[src/rtl/t1sig_pkg.sv]
package t1sig_pkg;
    typedef enum logic [1:0] {
        S_HUNT   = 2'd0,
        S_GATHER = 2'd1,
        S_COMMIT = 2'd2
    } seq_state_t;

    typedef logic [3:0] nibble_t;

    localparam int NIB_W = 4;
endpackage

[src/rtl/t1sig_seq.sv]
module t1sig_seq
    import t1sig_pkg::*;
#(
    parameter int NCH  = 24,
    parameter int NFRM = 24,
    parameter int FW   = $clog2(NFRM + 1),
    parameter int CW   = $clog2(NCH + 1)
) (
    input  logic          clk,
    input  logic          rst,
    input  logic          mode16,
    input  logic          in_valid,
    input  logic [FW-1:0] in_frame,
    input  logic [CW-1:0] in_chan,
    input  logic          in_mf_sync,
    output logic          cap_en,
    output logic          commit
);
    localparam int HALF = NFRM / 2;

    seq_state_t state_q, state_d;
    logic       last_octet;

    // end of multiframe: final channel of final frame for the selected mode
    assign last_octet = in_valid && (in_chan == CW'(NCH)) &&
                        (in_frame == (mode16 ? FW'(NFRM) : FW'(HALF)));

    always_ff @(posedge clk) begin
        if (rst) state_q <= S_HUNT;
        else     state_q <= state_d;
    end

    always_comb begin
        state_d = state_q;
        cap_en  = 1'b0;
        commit  = 1'b0;
        unique case (state_q)
            S_HUNT: begin
                if (in_valid && in_mf_sync) begin
                    cap_en  = 1'b1;
                    state_d = S_GATHER;
                end
            end
            S_GATHER: begin
                cap_en = in_valid;
                if (last_octet) state_d = S_COMMIT;
            end
            S_COMMIT: begin
                commit  = 1'b1;
                cap_en  = in_valid;
                state_d = S_GATHER;
            end
            default: state_d = S_HUNT;
        endcase
    end

    // a commit lasts exactly one cycle
    a_r4_single_commit: assert property (@(posedge clk) disable iff (rst)
        commit |=> !commit);

    // no commit can follow a hunting cycle without a multiframe flag
    a_r9_hunt_blocks: assert property (@(posedge clk) disable iff (rst)
        (state_q == S_HUNT && !(in_valid && in_mf_sync)) |=> !commit);
endmodule

[src/rtl/t1sig_shadow.sv]
module t1sig_shadow
    import t1sig_pkg::*;
#(
    parameter int NCH  = 24,
    parameter int NFRM = 24,
    parameter int FW   = $clog2(NFRM + 1),
    parameter int CW   = $clog2(NCH + 1)
) (
    input  logic                  clk,
    input  logic                  rst,
    input  logic                  cap_en,
    input  logic                  mode16,
    input  logic [FW-1:0]         in_frame,
    input  logic [CW-1:0]         in_chan,
    input  logic                  rob_bit,
    output logic [NCH-1:0][3:0]   sh
);
    localparam int STRIDE = NFRM / NIB_W;

    for (genvar ch = 0; ch < NCH; ch++) begin : g_ch
        logic hit;
        assign hit = cap_en && (in_chan == CW'(ch + 1));
        for (genvar k = 0; k < NIB_W; k++) begin : g_letter
            logic letter_ok;
            // C and D exist only in the 24-frame mode
            if (k < 2) begin : g_ab
                assign letter_ok = 1'b1;
            end else begin : g_cd
                assign letter_ok = mode16;
            end
            always_ff @(posedge clk) begin
                if (rst)
                    sh[ch][NIB_W-1-k] <= 1'b0;
                else if (hit && letter_ok && in_frame == FW'((k + 1) * STRIDE))
                    sh[ch][NIB_W-1-k] <= rob_bit;
            end
        end
    end
endmodule

[src/rtl/t1sig_regfile.sv]
module t1sig_regfile
    import t1sig_pkg::*;
#(
    parameter int NCH      = 24,
    parameter int TS_SLOTS = 32,
    parameter int TS_BASE  = 0,
    parameter int CW       = $clog2(NCH + 1),
    parameter int TW       = $clog2(TS_SLOTS)
) (
    input  logic                clk,
    input  logic                rst,
    input  logic                commit,
    input  logic                rb_en,
    input  logic                mode16,
    input  logic [NCH-1:0]      clear_chan,
    input  logic [NCH-1:0][3:0] sh,
    input  logic [CW-1:0]       rd_chan,
    input  logic [TW-1:0]       ts_index,
    output logic [3:0]          rd_nibble,
    output logic [3:0]          ts_nibble,
    output logic                ts_oe
);
    logic [NCH-1:0][3:0] vis;

    for (genvar ch = 0; ch < NCH; ch++) begin : g_vis
        always_ff @(posedge clk) begin
            if (rst)
                vis[ch] <= 4'd0;
            else if (commit && rb_en && !clear_chan[ch])
                vis[ch] <= mode16 ? sh[ch] : {sh[ch][3:2], sh[ch][3:2]};
        end

        // a clear channel keeps its nibble across a commit
        a_r6_clear_keeps: assert property (@(posedge clk) disable iff (rst)
            (commit && clear_chan[ch]) |=> vis[ch] == $past(vis[ch]));

        // in AB mode the low pair mirrors the high pair after commit
        a_r3_ab_mirror: assert property (@(posedge clk) disable iff (rst)
            (commit && rb_en && !clear_chan[ch] && !mode16) |=> vis[ch][1:0] == vis[ch][3:2]);
    end

    always_comb begin
        rd_nibble = 4'd0;
        ts_nibble = 4'd0;
        ts_oe     = 1'b0;
        for (int i = 0; i < NCH; i++) begin
            if (rd_chan == CW'(i + 1)) rd_nibble = vis[i];
            if (ts_index == TW'(TS_BASE + i)) begin
                ts_nibble = vis[i];
                ts_oe     = 1'b1;
            end
        end
    end

    // between commits the visible copy is frozen
    a_r4_hold: assert property (@(posedge clk) disable iff (rst)
        !commit |=> $stable(vis));

    // a disabled commit changes nothing
    a_r5_disabled: assert property (@(posedge clk) disable iff (rst)
        (commit && !rb_en) |=> $stable(vis));
endmodule

[src/rtl/t1_rbs_extract.sv]
module t1_rbs_extract
    import t1sig_pkg::*;
#(
    parameter int NCH      = 24,
    parameter int NFRM     = 24,
    parameter int TS_SLOTS = 32,
    parameter int TS_BASE  = 0,
    parameter int FW       = $clog2(NFRM + 1),
    parameter int CW       = $clog2(NCH + 1),
    parameter int TW       = $clog2(TS_SLOTS)
) (
    input  logic           clk,
    input  logic           rst,
    input  logic           rb_en,
    input  logic           mode16,
    input  logic [NCH-1:0] clear_chan,
    input  logic           in_valid,
    input  logic [FW-1:0]  in_frame,
    input  logic [CW-1:0]  in_chan,
    input  logic [7:0]     in_octet,
    input  logic           in_mf_sync,
    input  logic [CW-1:0]  rd_chan,
    output logic [3:0]     rd_nibble,
    input  logic [TW-1:0]  ts_index,
    output logic [3:0]     ts_nibble,
    output logic           ts_oe
);
    logic                cap_en;
    logic                commit;
    logic [NCH-1:0][3:0] sh;

    t1sig_seq #(.NCH(NCH), .NFRM(NFRM), .FW(FW), .CW(CW)) u_seq (
        .clk        (clk),
        .rst        (rst),
        .mode16     (mode16),
        .in_valid   (in_valid),
        .in_frame   (in_frame),
        .in_chan    (in_chan),
        .in_mf_sync (in_mf_sync),
        .cap_en     (cap_en),
        .commit     (commit)
    );

    t1sig_shadow #(.NCH(NCH), .NFRM(NFRM), .FW(FW), .CW(CW)) u_shadow (
        .clk      (clk),
        .rst      (rst),
        .cap_en   (cap_en),
        .mode16   (mode16),
        .in_frame (in_frame),
        .in_chan  (in_chan),
        .rob_bit  (in_octet[0]),
        .sh       (sh)
    );

    t1sig_regfile #(.NCH(NCH), .TS_SLOTS(TS_SLOTS), .TS_BASE(TS_BASE),
                    .CW(CW), .TW(TW)) u_regs (
        .clk        (clk),
        .rst        (rst),
        .commit     (commit),
        .rb_en      (rb_en),
        .mode16     (mode16),
        .clear_chan (clear_chan),
        .sh         (sh),
        .rd_chan    (rd_chan),
        .ts_index   (ts_index),
        .rd_nibble  (rd_nibble),
        .ts_nibble  (ts_nibble),
        .ts_oe      (ts_oe)
    );
endmodule

[config.mk]
export PLATFORM = sky130hd
export DESIGN_NAME = t1_rbs_extract
export DESIGN_NICKNAME = d
export VERILOG_FILES = /design/src/rtl/t1sig_pkg.sv /design/src/rtl/t1sig_seq.sv /design/src/rtl/t1sig_shadow.sv /design/src/rtl/t1sig_regfile.sv /design/src/rtl/t1_rbs_extract.sv
export SDC_FILE = /design/constraint.sdc
export NUM_CORES = 1
export LEC_CHECK = 0
export BUFFER_PORTS_ARGS = -buffer_cell sky130_fd_sc_hd__buf_4
export CAP_MARGIN = 20
export CORE_ASPECT_RATIO = 0.9
export CORE_UTILIZATION = 50
export CTS_CLUSTER_SIZE = 8
export DETAILED_ROUTE_END_ITERATION = 16
export GPL_TIMING_DRIVEN = 0
export PLACE_DENSITY = 0.78
export SYNTH_ARGS = -nofsm -noshare
export SYNTH_HDL_FRONTEND = slang
export SYNTH_HIERARCHICAL = 1
export SYNTH_SLANG_ARGS = --single-unit
[constraint.sdc]
create_clock -name clk -period 2.76 [get_ports clk]
set_clock_uncertainty 0.15 [all_clocks]
set_input_delay 0.138 -clock clk [delete_from_list [all_inputs] [get_ports clk]]
set_output_delay 0.138 -clock clk [all_outputs]
set_load 0.02 [all_outputs]
Word-level counts from Yosys, hierarchy flattened
Cells that the tools add are included.
{"block": "word_totals", "input_bits": 58, "regBits": 194}
{"block": "op_classes", "reduce_logical": 200, "muxes": 103, "eq_ne": 80}
{"cell": "two-way mux 4 bit", "n": 48}
{"cell": "logical AND 1 bit", "n": 172}
{"cell": "== test 5 bit (second input constant)", "n": 28}
{"cell": "== test 5 x 4 -> 1 bit (second input constant)", "n": 25}
{"cell": "== test 5 x 3 -> 1 bit (second input constant)", "n": 13}
{"cell": "two-way mux 2 bit", "n": 26}
{"cell": "== test 5 x 2 -> 1 bit (second input constant)", "n": 6}
{"cell": "two-way mux 1 bit", "n": 26}
{"cell": "logical NOT 1 bit", "n": 24}
{"cell": "== test 5 x 1 -> 1 bit (second input constant)", "n": 3}
{"cell": "one-hot mux 2 bit (3 select lines)", "n": 1}
{"cell": "== test 5 bit", "n": 1}
{"cell": "logical NOT 5 bit", "n": 1}
{"cell": "two-way mux 5 bit", "n": 1}
{"cell": "!= test 2 x 1 -> 1 bit (second input constant)", "n": 2}
{"cell": "== test 2 x 1 -> 1 bit (second input constant)", "n": 1}
{"cell": "== test 2 bit (second input constant)", "n": 1}
{"cell": "logical NOT 2 bit", "n": 1}
{"cell": "one-hot mux 1 bit (2 select lines)", "n": 1}
{"cell": "AND reduction 2 bit", "n": 1}
{"cell": "OR reduction 2 bit", "n": 1}

Depth between registers and ports, before layout
Gate-level depths: netlist (run 1).
{"block": "logic_depth", "word_depth": 25, "mapped_depth": 9}

Cells and area by module
The synthesis (run 1) kept the hierarchy.
{"mod": "t1sig_regfile", "seq_area_each_um2": 1921.8, "cells_per_inst": 794, "area_each_um2": 6211.0, "instances": 1}
{"mod": "t1sig_shadow", "seq_area_each_um2": 1921.8, "cells_per_inst": 463, "area_each_um2": 4672.0, "instances": 1}
{"mod": "t1sig_seq", "seq_area_each_um2": 40.0, "cells_per_inst": 24, "area_each_um2": 215.2, "instances": 1}

Worst setup path after synthesis (run 1)
Ideal clock, no wire load.
{"block": "synth_timing", "path_type": "register -> register", "startpoint": "reg u_seq.state_q[0]", "endpoint": "reg u_shadow/sh[42] (netlist name)", "setup_ns": 0.132, "t_arrival_ns": 1.848, "setup_slack_ns": 0.630, "stages_incl_launch_ff": 10, "required_ns": 2.478, "path_cell_list": "dfxtp_1 -> inv_1 -> ha_1 -> a21oi_1 -> nor3b_1 -> and4b_1 -> buf_6 -> buf_8 -> nand4_1 -> mux2i_1"}
{"block": "synth_between", "elab_chain_len": 5, "word_cells_on_any_way": 7, "cone_classes": "2 x eq/ne; 1 x mux; 4 x reduce/logical"}
{"item": "from (decl)", "line_no": "t1sig_seq.sv:21", "text": "seq_state_t state_q, state_d;"}
{"item": "from (signal assigned)", "line_no": "t1sig_seq.sv:30", "text": "else state_q <= state_d;"}
{"item": "== test 2 bit or == test 2 x 1 -> 1 bit (tied branches)", "line_no": "t1sig_seq.sv:37", "text": "unique case (state_q)"}
{"item": "OR reduction 2 bit (no line)"}
{"item": "one-hot mux 1 bit (2 select lines) *", "line_no": "t1sig_seq.sv:37"}
{"item": "net cap_en", "line_no": "t1_rbs_extract.sv:28", "text": "logic cap_en;"}
{"item": "logical AND 1 bit *", "line_no": "t1sig_shadow.sv:22", "text": "assign hit = cap_en && (in_chan == CW'(ch + 1));"}
{"item": "logical AND 1 bit *", "line_no": "t1sig_shadow.sv:34", "text": "else if (hit && letter_ok && in_frame == FW'((k + 1) * STRIDE))"}
The timed path passes the listed nets; every way through them passes the cells marked *.
A chain may end at the register's enable or synchronous reset.

Worst setup path after layout (run 1)
{"block": "layout_timing", "startpoint": "reg u_regs/vis[26] (netlist bit)", "endpoint": "out rd_nibble[2]"}
{"block": "layout_between", "elab_chain_len": 18}
{"item": "from (decl)", "line_no": "t1sig_regfile.sv:23", "text": "logic [NCH-1:0][3:0] vis;"}
{"item": "from (signal, indexed assignment)", "line_no": "t1sig_regfile.sv:30", "text": "vis[ch] <= mode16 ? sh[ch] : {sh[ch][3:2], sh[ch][3:2]};"}
{"item": "two-way mux 4 bit (18 in series)", "line_no": "t1sig_regfile.sv:47", "text": "if (rd_chan == CW'(i + 1)) rd_nibble = vis[i];"}
{"item": "to (decl)", "line_no": "t1_rbs_extract.sv:23", "text": "output logic [3:0] rd_nibble,"}
No other way between the ends.

==> results of run 1 <==
-- worst max-delay path by stage --
stage                                  to  cells past startpoint
after floorplan           u_shadow/sh[42]                      9
final                        rd_nibble[2]                      7
after CTS                    rd_nibble[2]                      7
after detailed placement  u_shadow/sh[12]                      8
after global placement    u_shadow/sh[12]                      8
after global routing         rd_nibble[2]                      7
-- repair_timing --
item / CTS / global route
resized for setup: 0 / 2
hold buffers: 32 / 0
setup endpoints to repair: 0 / 3
hold endpoints to repair: 107 / 0
-- power breakdown --
| group | switching, W | leakage [nW] | internal (W) |
|---|---|---|---|
| logic | 0.000448 | 3.26 | 0.000284 |
| registers | 0.00000408 | 1.56 | 0.00280 |
| clock network | 0.00117 | 0.288 | 0.00137 |
-- routing by layer --
layer	GRT usage, %	up-vias	share of wire (%)
met5	0	-	0
met4	10.8	0	3.4
met3	6.12	107	10
met2	50.5	661	43
met1	44.9	5151	43
li1	-	4934	-
-- registers in the layout, indices dropped and copies added, names as in the netlist --
register / cells
u_shadow/sh: 96
u_regs/vis: 96
u_seq/state_q: 2
-- area by class of cell --
cell class / count / area (um2)
timing repair buffer: 85 / 718
buffer: 121 / 671
inverter: 11 / 41.3
clock buffer: 17 / 425
clock inverter: 14 / 173
sequential: 194 / 3880
multi-input combinational: 955 / 6510
fill: 1923 / 8910
tap: 291 / 364
-- stage by stage --
step                      utilization [%]  hold WS (ns)  setup WS (ns)  instances
after floorplan                         -        0.0526          0.630       1281
after global placement               54.7         0.282          0.264       1625
after detailed placement             54.7         0.295          0.172       1625
after CTS                            58.9       0.00679         0.0672       1688
after global routing                 59.0        0.0589         0.0354       1688
final                                59.0       0.00585         0.0470       1688
-- worst min-delay path, delay by kind of cell --
family,cells,cell delay (ns)
buffers and inverters,1,0.12
AO/OA/AOI/OAI,2,0.22
AND/OR/NAND/NOR,1,0.07
-- logic make-up after synthesis --
group | share of synthesized area [%]
multiplexers | 18.4
AO/OA/AOI/OAI | 17.1
flip-flops | 35.0
buffers and inverters | 6.41
AND/OR/NAND/NOR | 22.6
adder cells (fa/ha/maj) | 0.451
XOR/XNOR | 0.0789
-- layout by cell type, fill, tap and decap left out, types with 7 or more instances in the layout --
cell / count
nor3_1: 15
o22ai_1: 11
dlygate4sd3_1: 32
mux2_2: 15
dfxtp_1: 194
nand4_1: 96
buf_6: 10
clkbuf_16: 17
o211ai_1: 7
nor2b_1: 15
buf_4: 62
nand2b_1: 109
a211oi_1: 60
inv_1: 9
a21oi_1: 76
o32ai_1: 7
a22oi_1: 9
mux2i_1: 172
nor2_1: 108
nand2_1: 71
o21ai_0: 80
buf_2: 55
clkbuf_1: 40
==> out/results.ini, run 1 <==
[sta]
final.period_utilization_pct = 98.3
slew_viol_final = 0
hold_viol_final = 0
fin_crit_ns = 2.71
relSlewSlack_pct = 56.2
rsz0062_at_grt = false
fmax_mhz = 369
tns_ns = 0
worstMarginPinSlew_ns = 0.657
setup_violations = 0

[cells_and_area]
design_area_mm2 = 0.0128
layout.nets = 1447
drive_gt1_share_pct = 14.5
diodes = 0
area_growth_pct = 15.2

[logic_synthesis]
syn_inst = 1281
synth_edf_count = 0
syn-num-nets = 1343
synth_cell_types = 74
synth.cells.most_frequent = dfxtp_1 (194), mux2i_1 (172), nand2b_1 (109)
yosys-top-cells-area = dfxtp_1 (35%), mux2i_1 (16%), nand2b_1 (6.1%)
ys_seq_area_share_pct = 35.0
syn-cell-area_mm2 = 0.0111
synth_flop_cell = dfxtp_1
yosysWarnings = 6
synth.most_common_cell = dfxtp_1
synthArstFlopShare_pct = 0
avgSynthCellArea_um2 = 8.66
synth.ff_latch_count = 194
synth_top_area_share_pct = 35.0
synth_top_area_cell = dfxtp_1

[floorplanning]
io_pins = 67
dieArea_mm2 = 0.0228
rows = 51
start_util_pct = 51.2
die_height_um = 143
die_w_um = 159
coreArea_mm2 = 0.0217

[setup_path]
slowest_stage = dfxtp_1
cp_common_cell = a211oi_1
worstSetupPathType = register to primary output
r2r_end = u_shadow/sh[12]
cp_top_family = compound AO/OA/AOI/OAI gates
critical_path.max_stage_delay_ns = 0.37
cp_num_buf_inv = 1
cp-start-kind = register
cp-startpoint = u_regs/vis[26]
required_ns = 2.47
rr_worst_depth = 8
regToRegSetupSlack_ns = 0.37
worstPathMaxFanout = 4
end_kind = primary output
worst_ep_arrival_time_ns = 2.42
r2r_start = u_seq/state_q[0]
crit_chain = mux2_4 -> o32a_1 -> o22a_1 -> a211oi_1 -> a211oi_1 -> a211o_1 -> buf_4

[cts]
clock-sinks = 194
clk_latency_ns = 0.44
cts_buffers = 17
cts_max_level = 4
root_buffer = clkbuf_16
cts_tree = done
path_clk_slew_ns = 0.08
postCtsSetupBuffers = 0
cts_buffer_depth = 2

[global_route]
grt_pass1_vias = 9979
grt_overflow = 0
grt_max_degree = 19
grt_usage_pct = 32.4
grt_antenna_before_repair = 0
grt_pass1_wl_um = 57000

[placement]
port_buffers = 53
hpwl_um = 28100
placed_cell_area_mm2 = 0.0119
globalplace.congestion = 1.01

[job]
maxCapViolCount = 0

[hold_path]
min_to = u_seq/state_q[1]
min_from = in_valid
hp-class = input pin to register
hold_depth = 4

[drt]
wl_per_cell_um = 22.1
vias_per_cell = 6.43
drc = 0
postRouteAntennaNets = 0
vias = 10900
first_pass_iters = 6
wirelength_um = 37200
initialDrtViolationCount = 1365

[run_status]
status = finished clean

[power_and_ir_drop]
p_total_w = 0.00607
power_density_mw_per_mm2 = 475
power_leakage_nw = 5.11
ir_drop_v = 0.000446

Note: power is estimated with default switching activity, not from simulation.
==> inputs of run 2 (changes only) <==
==> constraint.sdc (replaced) <==
create_clock -name clk -period 3.5 [get_ports clk]
set_clock_uncertainty 0.15 [all_clocks]
set_input_delay 0.175 -clock clk [delete_from_list [all_inputs] [get_ports clk]]
set_output_delay 0.175 -clock clk [all_outputs]
set_load 0.02 [all_outputs]
==> run 2 against run 1 <==
  * Core utilization fell by 0.28 points
  * Worst setup slack improved by 0.58 ns
  * Via count fell by 0.24%
  * Sequential share of layout area rose by 0.15 points
  * Non-clock buffer count fell by 5
  * Sequential power fell by 21%
  * Highest routed layer unchanged
  * Routed wire length fell by 0.24%
==> out/results.ini, run 2 (same netlist as run 1, synthesis figures left out) <==
[placement]
globalplace.congestion = 1.01
dp.cells = 1625
hpwl_um = 28100
port_buffers = 53

[setup_path]
worst_ep_arrival_time_ns = 3.04
worstPathMaxFanout = 8
critical_path.max_stage_delay_ns = 0.62
cp_top_family = simple AND/OR/NAND/NOR gates
worstSetupPathType = register to register
end_kind = register
cp-start-kind = register
cp_num_buf_inv = 2
crit_chain = inv_1 -> ha_1 -> a21oi_1 -> nor3b_1 -> nor4b_4 -> dlygate4sd3_1 -> nand4_1 -> mux2i_1
slowest_stage = dlygate4sd3_1
required_ns = 3.66

[cts]
path_clk_slew_ns = 0.07
cts_tree = done
cts_max_level = 4
clk_latency_ns = 0.44
postCtsSetupBuffers = 0
clock-sinks = 194
cts_buffers = 17
cts_buffer_depth = 2
root_buffer = clkbuf_16

[sta]
slew_viol_final = 0
fin_crit_ns = 2.88
hold_viol_final = 0
setup_violations = 0
worstMarginPinSlew_ns = 0.680
final.period_utilization_pct = 82.2
relSlewSlack_pct = 54.6
fmax_mhz = 348
rsz0062_at_grt = false
hold-worst-slack_ns = 0.0383
tns_ns = 0

[drt]
drc = 0
wirelength_um = 37100
postRouteAntennaNets = 0
initialDrtViolationCount = 1430
vias_per_cell = 6.43
wl_per_cell_um = 22.1
vias = 10800
first_pass_iters = 8

[power_and_ir_drop]
swShare_pct = 26.8
switching_power_w = 0.00128
ir_drop_v = 0.000347
power_leakage_nw = 5.08
p_int_w = 0.00350
power_frac_seq_pct = 46.2
power_density_mw_per_mm2 = 376
clkPwrFrac_pct = 41.9
comb_power_share_pct = 11.9

[global_route]
grt_max_degree = 19
grt_antenna_before_repair = 0
grt_pass1_wl_um = 56900
grt_usage_pct = 32.3
grt_overflow = 0
grt_pass1_vias = 9931

[floorplanning]
coreArea_mm2 = 0.0217
start_util_pct = 51.2
io_pins = 67
rows = 51
die_height_um = 143
dieArea_mm2 = 0.0228
die_w_um = 159

[cells_and_area]
final_cells = 1683
layout.nets = 1442
final_common_cell = dfxtp_1
reg_top3 = u_regs/vis (96), u_shadow/sh (96), u_seq/state_q (2)
diodes = 0
fill_cells = 1926
drive_gt1_share_pct = 14.4
layout_common_cells = dfxtp_1 (194), mux2i_1 (172), nand2b_1 (109), nor2_1 (108), nand4_1 (96)
area_growth_pct = 14.7

[job]
maxCapViolCount = 0

[hold_path]
hp-class = input pin to register

[run_status]
status = finished clean

==> run 2: cell count changes in the layout (fill, tap and decap cells not counted), sizes merged <==
cell and delta:
dlygate4sd3 -5
==> run 2: path summary, 6_finish.rpt <==
check | startpoint | to | slack [ns] | cells after the start
setup / recovery | u_seq/state_q[0] | u_shadow/sh[45] | 0.62 | 8
hold / removal | in_valid | u_seq/state_q[0] | 0.04 | 4
setup reg to reg | u_seq/state_q[0] | u_shadow/sh[45] | 0.62 | 8
hold reg to reg | u_shadow/sh[0] | u_shadow/sh[0] | 0.33 | 2
==> run 2: worst reg2reg max path, cell delays in order, from the launching register on <==
cell and delay, ns:
dfxtp_1 0.40, inv_1 0.08, ha_1 0.29, a21oi_1 0.04, nor3b_1 0.57, nor4b_4 0.36
dlygate4sd3_1 0.62, nand4_1 0.11, mux2i_1 0.14
==> run 2: layout make-up <==
class	count	area, um2	area share [%]
timing repair buffer	80	668	5.25
sequential	194	3880	30.5
inverter	11	41.3	0.324
buffer	121	671	5.27
clock inverter	14	173	1.36
clock buffer	17	425	3.34
tap	291	364	2.86
multi-input combinational	955	6500	51.1
==> run 2: power groups by stage <==
stage | clock [W] | sequential (W) | combinational [W]
global route | 0.00211 | 0.00221 | 0.000597
CTS | 0.00202 | 0.00221 | 0.000554
finish | 0.00200 | 0.00221 | 0.000569
detailed placement | 0 | 0.00226 | 0.000529
global placement | 0 | 0.00226 | 0.000526
floorplan | 0 | 0.00226 | 0.000341
==> run 2: routing by layer <==
layer	vias to the layer above	wire, um	global-route usage (%)
met5	-	0	0
met4	0	1210	10.8
met3	98	3820	6.12
met2	731	16200	50.3
met1	5074	15900	44.8
li1	4924	-	-
==> run 2: repair_timing <==
item | CTS | global route
endpoints found under the setup margin | 0 | 0
endpoints found under the hold margin | 98 | 0
hold buffers | 27 | 0
resized for setup | 0 | 0
==> run 2: stage by stage <==
stage,util (%),power [W],cell area [um2],worst slack (ns)
global route,58.7,0.00492,12700,0.427
global placement,54.7,0.00279,11900,0.970
detailed placement,54.7,0.00279,11900,0.912
CTS,58.7,0.00478,12700,0.629
floorplan,-,0.00260,11100,1.37
finish,58.7,0.00478,12700,0.624
